File: config.mk
export PLATFORM = sky130hd
export DESIGN_NAME = trap_seq
export DESIGN_NICKNAME = d
export VERILOG_FILES = /design/src/rtl/trap_pkg.sv /design/src/rtl/trap_vec_addr.sv /design/src/rtl/trap_pend_arb.sv /design/src/rtl/trap_seq.sv
export SDC_FILE = /design/constraint.sdc
export NUM_CORES = 1
export LEC_CHECK = 0
export CAP_MARGIN = 20
export CORE_MARGIN = 2
export CORE_UTILIZATION = 48
export DETAILED_ROUTE_END_ITERATION = 8
export GPL_ROUTABILITY_DRIVEN = 0
export PLACE_DENSITY = 0.86
export RECOVER_POWER = 100
export SLEW_MARGIN = 10
export SYNTH_ARGS = -nofsm -noshare
export SYNTH_HDL_FRONTEND = slang
export SYNTH_SLANG_ARGS = --single-unit
File: constraint.sdc
create_clock -name clk -period 2.7 [get_ports clk]
set_input_delay 0.54 -clock clk [delete_from_list [all_inputs] [get_ports clk]]
set_output_delay 0.54 -clock clk [all_outputs]
set_load 0.05 [all_outputs]
File: src/rtl/trap_pkg.sv
package trap_pkg;
    localparam int XLEN     = 32;
    localparam int NUM_EXC  = 4;
    localparam int EXC_IW   = $clog2(NUM_EXC);

    // exception request bit positions, bit 0 has the highest priority
    localparam int EXC_ACCESS = 0;
    localparam int EXC_UNDEF  = 1;
    localparam int EXC_PRIV   = 2;
    localparam int EXC_FPU    = 3;

    // status word bit positions
    localparam int PSW_IE_BIT   = 16;
    localparam int PSW_USTK_BIT = 17;
    localparam int PSW_UMOD_BIT = 20;

    localparam logic [XLEN-1:0] FIXED_VEC_BASE = 32'hFFFF_FFD0;
    localparam logic [XLEN-1:0] WORD_BYTES     = 32'd4;

    typedef enum logic [2:0] {
        ST_IDLE,
        ST_VEC,
        ST_PUSH_PSW,
        ST_PUSH_PC,
        ST_POP_PC,
        ST_POP_PSW,
        ST_HALT
    } trap_state_e;

    typedef enum logic [1:0] {
        VK_FIXED,
        VK_SWI,
        VK_BRK
    } vec_kind_e;

    typedef struct packed {
        trap_state_e     state;
        vec_kind_e       kind;
        logic [XLEN-1:0] pc;
        logic [XLEN-1:0] sp;
        logic [XLEN-1:0] psw;
        logic [XLEN-1:0] old_psw;
        logic [XLEN-1:0] epc;
        logic [XLEN-1:0] vec;
        logic [XLEN-1:0] vaddr;
        logic            sleep;
    } trap_regs_t;
endpackage

File: src/rtl/trap_vec_addr.sv
module trap_vec_addr
    import trap_pkg::*;
#(
    parameter int SWI_W = 8,
    parameter int IDX_W = EXC_IW
) (
    input  vec_kind_e             kind,
    input  logic [IDX_W-1:0]      exc_idx,
    input  logic [SWI_W-1:0]      swi_num,
    input  logic [XLEN-1:0]       intb,
    output logic [XLEN-1:0]       addr
);
    localparam int PAD_W = XLEN - SWI_W - 2;

    logic [XLEN-1:0] fixed_off;
    logic [XLEN-1:0] swi_off;

    // offset of each fixed cause word from the fixed base
    always_comb begin
        case (int'(exc_idx))
            EXC_ACCESS: fixed_off = 32'h04;
            EXC_UNDEF:  fixed_off = 32'h0C;
            EXC_PRIV:   fixed_off = 32'h00;
            default:    fixed_off = 32'h14;
        endcase
    end

    assign swi_off = {{PAD_W{1'b0}}, swi_num, 2'b00};

    always_comb begin
        case (kind)
            VK_FIXED: addr = FIXED_VEC_BASE + fixed_off;
            VK_SWI:   addr = intb + swi_off;
            default:  addr = intb;
        endcase
    end
endmodule

File: src/rtl/trap_pend_arb.sv
module trap_pend_arb #(
    parameter int N  = 4,
    parameter int W  = 32,
    parameter int IW = $clog2(N)
) (
    input  logic          clk,
    input  logic          rst_n,
    input  logic [N-1:0]  set_i,
    input  logic [W-1:0]  set_pc,
    input  logic          clr_i,
    output logic          pend_any,
    output logic [IW-1:0] grant_idx,
    output logic [W-1:0]  grant_pc
);
    logic [N-1:0] pend_d, pend_q;
    logic [W-1:0] pc_d [N];
    logic [W-1:0] pc_q [N];

    // lowest pending index wins
    always_comb begin
        grant_idx = '0;
        for (int i = N - 1; i >= 0; i--) begin
            if (pend_q[i]) grant_idx = IW'(i);
        end
    end

    assign pend_any = |pend_q;
    assign grant_pc = pc_q[grant_idx];

    for (genvar g = 0; g < N; g++) begin : g_slot
        always_comb begin
            pend_d[g] = set_i[g] | (pend_q[g] & ~(clr_i && (grant_idx == IW'(g))));
            pc_d[g]   = set_i[g] ? set_pc : pc_q[g];
        end

        always_ff @(posedge clk) begin
            if (!rst_n) begin
                pend_q[g] <= 1'b0;
                pc_q[g]   <= '0;
            end else begin
                pend_q[g] <= pend_d[g];
                pc_q[g]   <= pc_d[g];
            end
        end
    end

    // a served cause is gone next cycle unless raised again
    a_r10_served_cleared: assert property (@(posedge clk) disable iff (!rst_n)
        (clr_i && !set_i[grant_idx]) |=> !pend_q[$past(grant_idx)]);

    // the sequencer only takes a cause that is pending
    a_r10_clear_needs_pend: assert property (@(posedge clk) disable iff (!rst_n)
        clr_i |-> pend_q[grant_idx]);
endmodule

File: src/rtl/trap_seq.sv
module trap_seq
    import trap_pkg::*;
#(
    parameter logic [31:0] RESET_PC  = 32'h0000_0100,
    parameter logic [31:0] RESET_SP  = 32'h0000_1000,
    parameter logic [31:0] RESET_PSW = 32'h0000_0000,
    parameter logic [31:0] UNSET_VEC = 32'h0002_0000,
    parameter int          SWI_W     = 8
) (
    input  logic             clk,
    input  logic             rst_n,
    input  logic [3:0]       exc_req,
    input  logic             ret_req,
    input  logic             sleep_req,
    input  logic             swi_req,
    input  logic [SWI_W-1:0] swi_num,
    input  logic             brk_req,
    input  logic [31:0]      inst_pc,
    input  logic [31:0]      next_pc,
    input  logic [31:0]      intb,
    output logic             mem_req,
    output logic             mem_we,
    output logic [31:0]      mem_addr,
    output logic [31:0]      mem_wdata,
    input  logic             mem_ready,
    input  logic [31:0]      mem_rdata,
    output logic [31:0]      pc_o,
    output logic [31:0]      sp_o,
    output logic [31:0]      psw_o,
    output logic             busy,
    output logic             halted,
    output logic             sleep_o
);
    localparam logic [XLEN-1:0] MODE_MASK =
        (XLEN'(1) << PSW_IE_BIT) | (XLEN'(1) << PSW_USTK_BIT) | (XLEN'(1) << PSW_UMOD_BIT);

    trap_regs_t r_d, r_q;

    logic [NUM_EXC-1:0] pset;
    logic               pclr;
    logic               pend_any;
    logic [EXC_IW-1:0]  grant_idx;
    logic [XLEN-1:0]    grant_pc;
    vec_kind_e          sel_kind;
    logic [XLEN-1:0]    sel_vaddr;
    logic               umode;

    assign umode = r_q.psw[PSW_UMOD_BIT];

    trap_pend_arb #(
        .N  (NUM_EXC),
        .W  (XLEN),
        .IW (EXC_IW)
    ) u_arb (
        .clk       (clk),
        .rst_n     (rst_n),
        .set_i     (pset),
        .set_pc    (inst_pc),
        .clr_i     (pclr),
        .pend_any  (pend_any),
        .grant_idx (grant_idx),
        .grant_pc  (grant_pc)
    );

    // kind of the request that would be accepted this cycle
    always_comb begin
        if (pend_any)     sel_kind = VK_FIXED;
        else if (brk_req) sel_kind = VK_BRK;
        else              sel_kind = VK_SWI;
    end

    trap_vec_addr #(
        .SWI_W (SWI_W),
        .IDX_W (EXC_IW)
    ) u_vec (
        .kind    (sel_kind),
        .exc_idx (grant_idx),
        .swi_num (swi_num),
        .intb    (intb),
        .addr    (sel_vaddr)
    );

    always_comb begin
        r_d       = r_q;
        r_d.sleep = 1'b0;
        pclr      = 1'b0;
        pset      = '0;
        mem_req   = 1'b0;
        mem_we    = 1'b0;
        mem_addr  = '0;
        mem_wdata = '0;

        // fixed causes are captured in every state but the fatal one
        if (r_q.state != ST_HALT) pset = exc_req;

        case (r_q.state)
            ST_IDLE: begin
                if (pend_any) begin
                    pclr      = 1'b1;
                    r_d.kind  = VK_FIXED;
                    r_d.vaddr = sel_vaddr;
                    r_d.epc   = grant_pc;
                    r_d.state = ST_VEC;
                end else if (ret_req) begin
                    if (umode) pset[EXC_PRIV] = 1'b1;
                    else       r_d.state = ST_POP_PC;
                end else if (sleep_req) begin
                    if (umode) begin
                        pset[EXC_PRIV] = 1'b1;
                    end else begin
                        r_d.psw[PSW_IE_BIT] = 1'b1;
                        r_d.sleep           = 1'b1;
                    end
                end else if (brk_req) begin
                    if (intb == '0) begin
                        r_d.state = ST_HALT;
                    end else begin
                        r_d.kind  = VK_BRK;
                        r_d.vaddr = sel_vaddr;
                        r_d.epc   = next_pc;
                        r_d.state = ST_VEC;
                    end
                end else if (swi_req) begin
                    r_d.kind  = VK_SWI;
                    r_d.vaddr = sel_vaddr;
                    r_d.epc   = next_pc;
                    r_d.state = ST_VEC;
                end
            end

            ST_VEC: begin
                mem_req  = 1'b1;
                mem_addr = r_q.vaddr;
                if (mem_ready) begin
                    if (r_q.kind == VK_FIXED &&
                        (mem_rdata == '0 || mem_rdata == UNSET_VEC)) begin
                        r_d.state = ST_HALT;
                    end else begin
                        r_d.vec     = mem_rdata;
                        r_d.old_psw = r_q.psw;
                        r_d.psw     = r_q.psw & ~MODE_MASK;
                        r_d.state   = ST_PUSH_PSW;
                    end
                end
            end

            ST_PUSH_PSW: begin
                mem_req   = 1'b1;
                mem_we    = 1'b1;
                mem_addr  = r_q.sp - WORD_BYTES;
                mem_wdata = r_q.old_psw;
                if (mem_ready) begin
                    r_d.sp    = r_q.sp - WORD_BYTES;
                    r_d.state = ST_PUSH_PC;
                end
            end

            ST_PUSH_PC: begin
                mem_req   = 1'b1;
                mem_we    = 1'b1;
                mem_addr  = r_q.sp - WORD_BYTES;
                mem_wdata = r_q.epc;
                if (mem_ready) begin
                    r_d.sp    = r_q.sp - WORD_BYTES;
                    r_d.pc    = r_q.vec;
                    r_d.state = ST_IDLE;
                end
            end

            ST_POP_PC: begin
                mem_req  = 1'b1;
                mem_addr = r_q.sp;
                if (mem_ready) begin
                    r_d.vec   = mem_rdata;
                    r_d.sp    = r_q.sp + WORD_BYTES;
                    r_d.state = ST_POP_PSW;
                end
            end

            ST_POP_PSW: begin
                mem_req  = 1'b1;
                mem_addr = r_q.sp;
                if (mem_ready) begin
                    r_d.psw = mem_rdata;
                    if (mem_rdata[PSW_UMOD_BIT]) r_d.psw[PSW_USTK_BIT] = 1'b1;
                    r_d.sp    = r_q.sp + WORD_BYTES;
                    r_d.pc    = r_q.vec;
                    r_d.state = ST_IDLE;
                end
            end

            default: begin
                // fatal stop: hold everything until reset
            end
        endcase
    end

    always_ff @(posedge clk) begin
        if (!rst_n) begin
            r_q.state   <= ST_IDLE;
            r_q.kind    <= VK_FIXED;
            r_q.pc      <= RESET_PC;
            r_q.sp      <= RESET_SP;
            r_q.psw     <= RESET_PSW;
            r_q.old_psw <= '0;
            r_q.epc     <= '0;
            r_q.vec     <= '0;
            r_q.vaddr   <= '0;
            r_q.sleep   <= 1'b0;
        end else begin
            r_q <= r_d;
        end
    end

    assign pc_o    = r_q.pc;
    assign sp_o    = r_q.sp;
    assign psw_o   = r_q.psw;
    assign sleep_o = r_q.sleep;
    assign halted  = (r_q.state == ST_HALT);
    assign busy    = !halted && ((r_q.state != ST_IDLE) || pend_any);

    // an access waiting for ready keeps its request, kind, address and data
    a_r12_hold_until_ready: assert property (@(posedge clk) disable iff (!rst_n)
        (mem_req && !mem_ready) |=> (mem_req && $stable(mem_we) &&
                                     $stable(mem_addr) && $stable(mem_wdata)));

    // no memory traffic outside a busy sequence
    a_r11_mem_only_busy: assert property (@(posedge clk) disable iff (!rst_n)
        mem_req |-> busy);

    // the stack pointer moves one word at a time
    a_r3_sp_word_step: assert property (@(posedge clk) disable iff (!rst_n)
        !$stable(sp_o) |-> ((sp_o == $past(sp_o) - 32'd4) || (sp_o == $past(sp_o) + 32'd4)));

    // the mode bits are already clear while the stack is written
    a_r4_mode_clear_on_push: assert property (@(posedge clk) disable iff (!rst_n)
        (mem_req && mem_we) |-> ((psw_o & MODE_MASK) == '0));

    // the fatal stop is sticky and freezes the architectural state
    a_r5_halt_sticky: assert property (@(posedge clk) disable iff (!rst_n)
        halted |=> (halted && $stable(pc_o) && $stable(sp_o) && $stable(psw_o)));

    // a sleep pulse lasts one cycle
    a_r13_sleep_pulse: assert property (@(posedge clk) disable iff (!rst_n)
        sleep_o |=> !sleep_o);
endmodule

==> summary.txt <==
Run status -> finished, violations left
Failing checks -> negative setup slack
Starting density of the core -> 48.7%
Worst-path clk slew -> 60 ps
Max Slew Vio Count -> 0
Drt initial violations -> 2610
Placed cell areas -> 23100 um2
Die area -> 38700 um2
Mean post-synth cell area -> 8.96 um2
Share of cells above drive strength 1 -> 23.2%
Largest cells by area after synthesis -> dfxtp_1 (26%), edfxtp_1 (22%), nand2_1 (5.0%), and2_1 (4.8%), a21oi_1 (4.6%)
GRT Total Usage -> 31.5%
CTS sink cnt -> 360
Yosys reg bits -> 360
Vias in the first global route -> 16800
PD cells -> 1010 nW/um2
Yosys cell types -> 64
Post-synthesis sequential area ratio -> 47.6%
Worst setup startpoint -> sp_o[16]
First-pass GRT wire length -> 95600 um
Crit path required time -> 2160 ps
Mapped Area -> 17800 um2
Die Width -> 197 um
H-tree levels -> 2
Leakage -> 9.87 nW
Top cell type's share of synthesized area -> 26.1%
Ports -> 312
Yosys top cell by area -> dfxtp_1
CORE AREA -> 36600 um2
Root Driver -> clkbuf_16
DP HPWL -> 42400 um
Total CTS buffers -> 39
Area Growth Syn to Fin -> 43.1%
Yosys warnings -> 0
Clk buf depth -> 3
Tmin final -> 3390 ps
Die Ht -> 197 um
Worst reg2reg startpoint -> r_q[228]
Slowest stage delay, CP -> 580 ps
Final Setup Violations -> 94
Total grt overflow -> 0
Slew HR -> 47.8%
Post-route insts no fill -> 2838
Drt wl/cell -> 23.1 um
Via count -> 17700
Fin crit share -> 126%
Nature of the critical path endpoint -> output port
CP cell instances -> or4_4, or3_4, nor2_4, nand3b_1, xor2_2, o22ai_4, buf_12
Post-synth EDFFs -> 128
Port-buffer cells -> 309
Actual slew at the worst max-slew pin -> 783 ps
Fmax achieved -> 295 MHz
Arrival time worst endpoint -> 2850 ps
ANT nets after route -> 0
Worst VDD drop -> 0.620 mV
RSZ-0062 raised after global routing -> true
Largest net degree at the start of global routing -> 109
Post-placement cell count -> 2700
Std cell rows -> 70
WP buf/inv -> 1
Final WS setup -> -694 ps
Clk_lat worst skew -> 570 ps
Fin util -> 69.6%
Family with the most delay on the worst path -> simple AND/OR/NAND/NOR gates
Top cells by count, synth -> nand2_1 (235), dfxtp_1 (232), nor2_1 (211)
Drt total wl -> 65500 um
Final TNS setup -> -17720 ps
CTS tree -> built
Top FF cell, synth -> dfxtp_1
Cells after synthesis -> 1988
Max_cap viols -> 0
Initial antenna violation count -> 4
Total power -> 25.9 mW
Ys async rst share -> 0%
Critical Path Source Type -> register
Cell with the most instances after synthesis -> nand2_1
Nets@finish -> 2497
Hold crit path type -> register to register
Skew final -> 25.2 ps
Worst Hold Launch -> r_q[2]
Final Hold Fails -> 0
DRC Markers -> 0
Worst setup path class -> register to output port
Via/cell ratio -> 6.22
Final instance area -> 25500 um2
Critical Path Fanout Max -> 6
CP max stage cell -> or4_4
DRT Pass-1 Iters -> 8
==> report_power, final <==
group / total [mW] / internal [mW] / switching, mW
registers: 7.18 / 6.48 / 0.697
clock network: 5.72 / 3.44 / 2.27
logic: 13.0 / 5.14 / 7.82
==> per-stage QoR <==
| step | hold slack, ps | setup WS (ps) |
|---|---|---|
| 6_report | 454 | -694 |
| 5_1_grt | 466 | -751 |
| 4_1_cts | 455 | -664 |
| 3_5_place_dp | 447 | -295 |
| 3_3_place_gp | 435 | -267 |
| 2_1_floorplan | 428 | -99.5 |
==> layer usage <==
metal,part of all wire [%],wire [um],track usage (%),vias to the layer above
met4,6.3,4140,16.9,0
li1,-,-,-,7710
met3,11,7080,5.60,326
met2,46,30200,50.9,1299
met1,37,24000,40.6,8316
met5,0,0,0,-
==> cell usage in the layout (no fill, tap or decap), types with 23 or more instances in the layout <==
cell / n
o21ai_0: 50
a22oi_1: 32
mux2i_1: 69
buf_4: 191
nand2_1: 228
a222oi_1: 38
nor2_1: 158
nand3_1: 34
edfxtp_1: 128
dlygate4sd3_1: 87
and2_1: 112
dfxtp_1: 222
and2_0: 23
clkbuf_16: 40
clkdlybuf4s50_1: 153
buf_12: 70
a221oi_1: 34
nor2_4: 47
nor3_1: 34
xnor2_1: 40
a21oi_1: 152
==> layout make-up <==
class                           instances  area, um2
Multi-Input combinational cell       1350       9050
Inverter                               27        129
Sequential cell                       360       8510
Clock inverter                         23        335
Clock buffer                           48       1040
Fill cell                            2444      11100
Tap cell                              468        586
Timing Repair inverter                  1       20.0
Timing Repair Buffer                  557       5810
Antenna cell                            4       10.0
==> worst paths after layout <==
path	end	slack, ps	depth (start not counted)
setup / recovery	mem_addr[26]	-690	7
hold / removal	r_q[2]	450	2
setup reg to reg	sp_o[25]	-210	9
hold reg to reg	r_q[2]	450	2
==> timing repair <==
| action | 4_1_cts | 5_1_grt |
|---|---|---|
| setup buffers | 30 | 28 |
| gates cloned | 5 | 2 |
| setup endpoints to repair | 63 | 61 |
| hold buffers | 0 | 0 |
| pin swaps | 38 | 50 |
| resized for setup | 107 | 59 |
==> worst min-delay path, delay by kind of cell (launching register included) <==
| family | cells | cell delay, ps |
|---|---|---|
| AO/OA/AOI/OAI | 1 | 50 |
| flip-flops | 1 | 310 |
| AND/OR/NAND/NOR | 1 | 50 |
==> cells by family (layout without fill, tap and decap cells) <==
family          after synthesis  count (layout)  share of synthesized area, %
simple gates                781             781                          20.9
compound gates              431             431                          15.9
flops                       360             360                          47.6
buf+inv                     279             656                          8.01
mux                          70              70                          3.94
xor+xnor                     52              52                          2.56
fa+ha+maj                    14              14                          1.03
other cells                   1               6                        0.0210
==> flip-flops by register name, summed over array words and instances, names as in the netlist <==
register,cells
sleep_o,1
u_arb.pend_q,4
pc_o,32
sp_o,30
psw_o,32
r_q,133
u_arb.pc_q,128
Note: power is estimated with default switching activity, not from simulation.
